==> src/rtl/irq_mask_latch.sv <==
module irq_mask_latch #(
  parameter int MODE    = 1,
  parameter int N_LINES = 32,
  localparam int IDX_W  = $clog2(N_LINES)
) (
  input  logic               clk,
  input  logic               rst,
  input  logic [N_LINES-1:0] irq_in,
  input  logic               reg_addr,
  input  logic               reg_we,
  input  logic [N_LINES-1:0] reg_wdata,
  output logic [N_LINES-1:0] reg_rdata,
  output logic               cpu_irq,
  output logic [IDX_W-1:0]   lowest_idx,
  output logic               lowest_vld
);
  localparam int MODE_LIVE  = 0;
  localparam int MODE_EDGE  = 1;
  localparam int MODE_LATCH = 2;

  logic [N_LINES-1:0] mask_q;
  logic [N_LINES-1:0] stat_rd;
  logic [N_LINES-1:0] pend;
  logic               irq_q;

  wire wr_mask = reg_we & ~reg_addr;
  wire wr_stat = reg_we &  reg_addr;

  always_ff @(posedge clk) begin
    if (rst)          mask_q <= '0;
    else if (wr_mask) mask_q <= reg_wdata;
  end

  generate
    if (MODE == MODE_LIVE) begin : g_live
      assign stat_rd = irq_in;
    end else begin : g_held
      logic [N_LINES-1:0] stat_q;
      logic [N_LINES-1:0] set_v;
      logic [N_LINES-1:0] keep_v;

      if (MODE == MODE_EDGE) begin : g_edge
        logic [N_LINES-1:0] prev_q;
        always_ff @(posedge clk) begin
          if (rst) prev_q <= '0;
          else     prev_q <= irq_in;
        end
        assign set_v  = irq_in & ~prev_q;
        assign keep_v = wr_stat ? ~reg_wdata : '1;
      end else begin : g_latch
        assign set_v  = irq_in;
        assign keep_v = wr_stat ? reg_wdata : '1;
      end

      always_ff @(posedge clk) begin
        if (rst) stat_q <= '0;
        else     stat_q <= (stat_q & keep_v) | set_v;
      end
      assign stat_rd = stat_q;
    end
  endgenerate

  assign pend      = stat_rd & mask_q;
  assign reg_rdata = reg_addr ? stat_rd : mask_q;

  always_ff @(posedge clk) begin
    if (rst) irq_q <= 1'b0;
    else     irq_q <= |pend;
  end
  assign cpu_irq = irq_q;

  always_comb begin
    lowest_idx = '0;
    lowest_vld = 1'b0;
    for (int i = N_LINES - 1; i >= 0; i--) begin
      if (pend[i]) begin
        lowest_idx = i[IDX_W-1:0];
        lowest_vld = 1'b1;
      end
    end
  end
endmodule


==> config.mk <==
export PLATFORM = sky130hd
export DESIGN_NAME = irq_mask_latch
export DESIGN_NICKNAME = d
export VERILOG_FILES = /design/src/rtl/irq_mask_latch.sv
export SDC_FILE = /design/constraint.sdc
export NUM_CORES = 1
export LEC_CHECK = 0
export BUFFER_PORTS_ARGS = -buffer_cell sky130_fd_sc_hd__buf_2
export CORE_AREA = 2 2 106 108
export DETAILED_ROUTE_END_ITERATION = 8
export DIE_AREA = 0 0 108 110
export PLACE_DENSITY = 0.66
export SLEW_MARGIN = 25
export SYNTH_ARGS = -nofsm -noshare
export SYNTH_HDL_FRONTEND = slang
export SYNTH_SLANG_ARGS = --single-unit
==> constraint.sdc <==
create_clock -name clk -period 1.4 [get_ports clk]
set_input_delay 0.07 -clock clk [delete_from_list [all_inputs] [get_ports clk]]
set_output_delay 0.07 -clock clk [all_outputs]
set_load 0.01 [all_outputs]
==> results.md <==
- Worst path top cell family by delay: compound AO/OA/AOI/OAI gates
- TritonRoute pass-1 iters: 5
- Die ar.: 0.0119 mm2
- R2R setup slack: -0.23 ns
- EDFF count, synth: 0
- Critical path type: flop to primary output
- Worst-case clock buffer depth: 2
- Async SR Flop Fraction: 0%
- YS warnings: 0
- RSZ-0062 raised after global routing: true
- Initial Utilization: 39.2%
- Pint: 4.75 mW
- Vias in the first global route: 4300
- Synth top area share: 46.3%
- Critical Path Fanout Max: 2
- GPL Wtd Cong: 0.826
- Clk slew on worst S/H paths: 0.09 ns
- Num rows: 38
- Clk Latency, worst-skew pair: 0.38 ns
- Layout cell share with drive strength beyond 1: 37.4%
- Fin area: 0.00653 mm2
- Max frequency: 526 MHz
- Setup ws final: -0.502 ns
- Commonest cells post-synth: nand2_1, dfxtp_1, a21oi_1, nor2b_1, nor2_1
- Leak: 2.94 nW
- Maximum vdd drop: 682 uV
- Worst EP required: 1.33 ns
- GR Util All Layers: 21.5%
- # DRC: 0
- Synth Cell Area: 0.00420 mm2
- Largest net degree at the start of global routing: 60
- Worst Path Arrival: 1.83 ns
- Post-layout minimum cycle time: 1.90 ns
- Final hold viol count: 0
- CP Cell Sequence: nand2_2 > a32o_1 > a221o_1 > o211ai_1 > nor2_1 > buf_2
- Die width: 108 um
- Ys flop type: dfxtp_1
- Root Driver: clkbuf_8
- Syn Inst Count: 498
- Power Density: 992 mW/mm2
- Die Span Y: 110 um
- Setup TNS: -2.99 ns
- TritonCTS Sinks: 97
- Routed wire per std cell: 14.1 um
- Core ar.: 0.0107 mm2
- Seq/Total Area, Yosys: 46.3%
- Sw power: 1.73 mW
- Top cells by area, synth: dfxtp_1, nand2_1, nor2b_1, mux2_2, a21oi_1
- CP Capture Type: primary output
- CTS tree: done
- Cell Area, Placed: 0.00552 mm2
- Syn_nets: 566
- Io pins: 107
- Yosys reg bits: 97
- Worst Path Buf+Inv: 1
- Failing checks: negative setup slack
- CTS buffer count: 9
- Flop pwr share: 46.8%
- Final net count: 812
- DR vias: 4360
- Comb pwr share: 21.6%
- First-pass GRT wire length: 20.0 mm
- Vias per cell: 4.90
- Cell taking the most area after synthesis: dfxtp_1
- DRT Wirelength: 12.5 mm
- Detailed Route Iter0 Violations: 184
- Skew final: 0.00786 ns
- Finish-stage setup viols: 7
- Outcome: finished, violations left
- Final Slew Violations: 0
- CP max-delay cell: a221o_1
- Total gr overflow: 0
- # diodes: 0
- Tcrit/Tclk final: 136%
- Clock power share: 31.6%
- Measured slew at the worst slew-check pin: 0.305 ns
- Worst hold path class: primary input to flop
- Max incr delay on CP: 0.35 ns
- Max Cap Viol: 0
- Sw Ratio: 26.6%
- Final ANT Viol Nets: 0
- Count leader, synth: nand2_1
- CTS H-tree depth: 3
- Layout area overhead: 55.7%
- DP HPWL: 8.51 mm
- Initial antenna violation count: 0
- Port buffer count: 106
- Yosys cell types: 35
- Syn avg cell area: 8.42 um2
- Max-slew headroom: 79.6%
- Worst Setup Start Kind: flop
[stage by stage]
step / hold WS (ns) / total power [mW] / setup WS [ns] / util [%] / cells
after detailed placement: 0.297 / 4.25 / -0.213 / 51.6 / 806
after global routing: 0.0161 / 6.77 / -0.624 / 61.0 / 889
final: 0.0166 / 6.48 / -0.502 / 61.0 / 889
after CTS: 0.0203 / 6.44 / -0.498 / 60.5 / 886
after global placement: 0.292 / 4.22 / -0.228 / 51.6 / 806
after floorplan: 0.198 / 3.66 / -0.0378 / - / 498
[kinds of logic (layout without fill, tap and decap cells)]
family / Yosys count / after routing / synth area share [%]
AOI/OAI and AO/OA: 109 / 109 / 16.3
and+or+nand+nor: 233 / 233 / 26.3
muxes: 32 / 32 / 8.59
DFF: 97 / 97 / 46.3
buffers and inverters: 27 / 278 / 2.56
[routing by layer]
metal | vias up | wire (um) | part of all wire, % | GRT usage [%]
met2 | 124 | 5800 | 46 | 35.0
met1 | 2034 | 5680 | 45 | 27.7
li1 | 2185 | - | - | -
met5 | - | 0 | 0 | 0
met3 | 17 | 819 | 6.6 | 5.76
met4 | 0 | 197 | 1.6 | 7.14
[power by group through the flow]
stage | Clock (mW) | Combinational, mW | Sequential, mW
floorplan | 0 | 0.567 | 3.09
global placement | 0 | 1.15 | 3.07
detailed placement | 0 | 1.16 | 3.08
CTS | 2.06 | 1.34 | 3.03
global route | 2.19 | 1.53 | 3.05
finish | 2.05 | 1.40 | 3.03
[cell type report]
class | count | area, um2
fillers | 874 | 4170
multi-input cells | 374 | 2230
flip-flops and latches | 97 | 1960
repair buffers | 261 | 1940
well taps | 140 | 175
clock buffers | 11 | 141
clock inverters | 5 | 78.8
inverters | 1 | 3.75
[cell usage in the layout (no fill, tap or decap), drive strengths merged, types with 3 or more instances in the layout]
cell,n
buf,197
nand2,117
dfxtp,97
a21oi,66
nor2b,66
dlygate4sd3,64
nor2,36
mux2,32
a22oi,12
clkbuf,11
nand3,4
a22o,4
a32o,4
nand4,3
o211ai,3
o21ai,3
clkinv,3
[path summary, 6_finish.rpt]
path | from | endpoint | cells past startpoint
max | mask_q[8] | lowest_idx[0] | 6
min reg2reg | mask_q[12] | mask_q[12] | 2
min | rst | g_held.stat_q[12] | 2
max reg2reg | g_held.stat_q[15] | cpu_irq | 6
[repair_timing]
action / in CTS / in global routing
setup endpoints to repair: 8 / 8
setup buffers: 0 / 3
pin swaps: 17 / 5
resized for setup: 28 / 12
endpoints found under the hold margin: 65 / 0
hold buffers: 64 / 0
[state kept, by name (all words and copies together) (netlist names)]
name	flops
cpu_irq	1
g_held.g_edge.prev_q	32
g_held.stat_q	32
mask_q	32
Note: power is estimated with default switching activity, not from simulation.
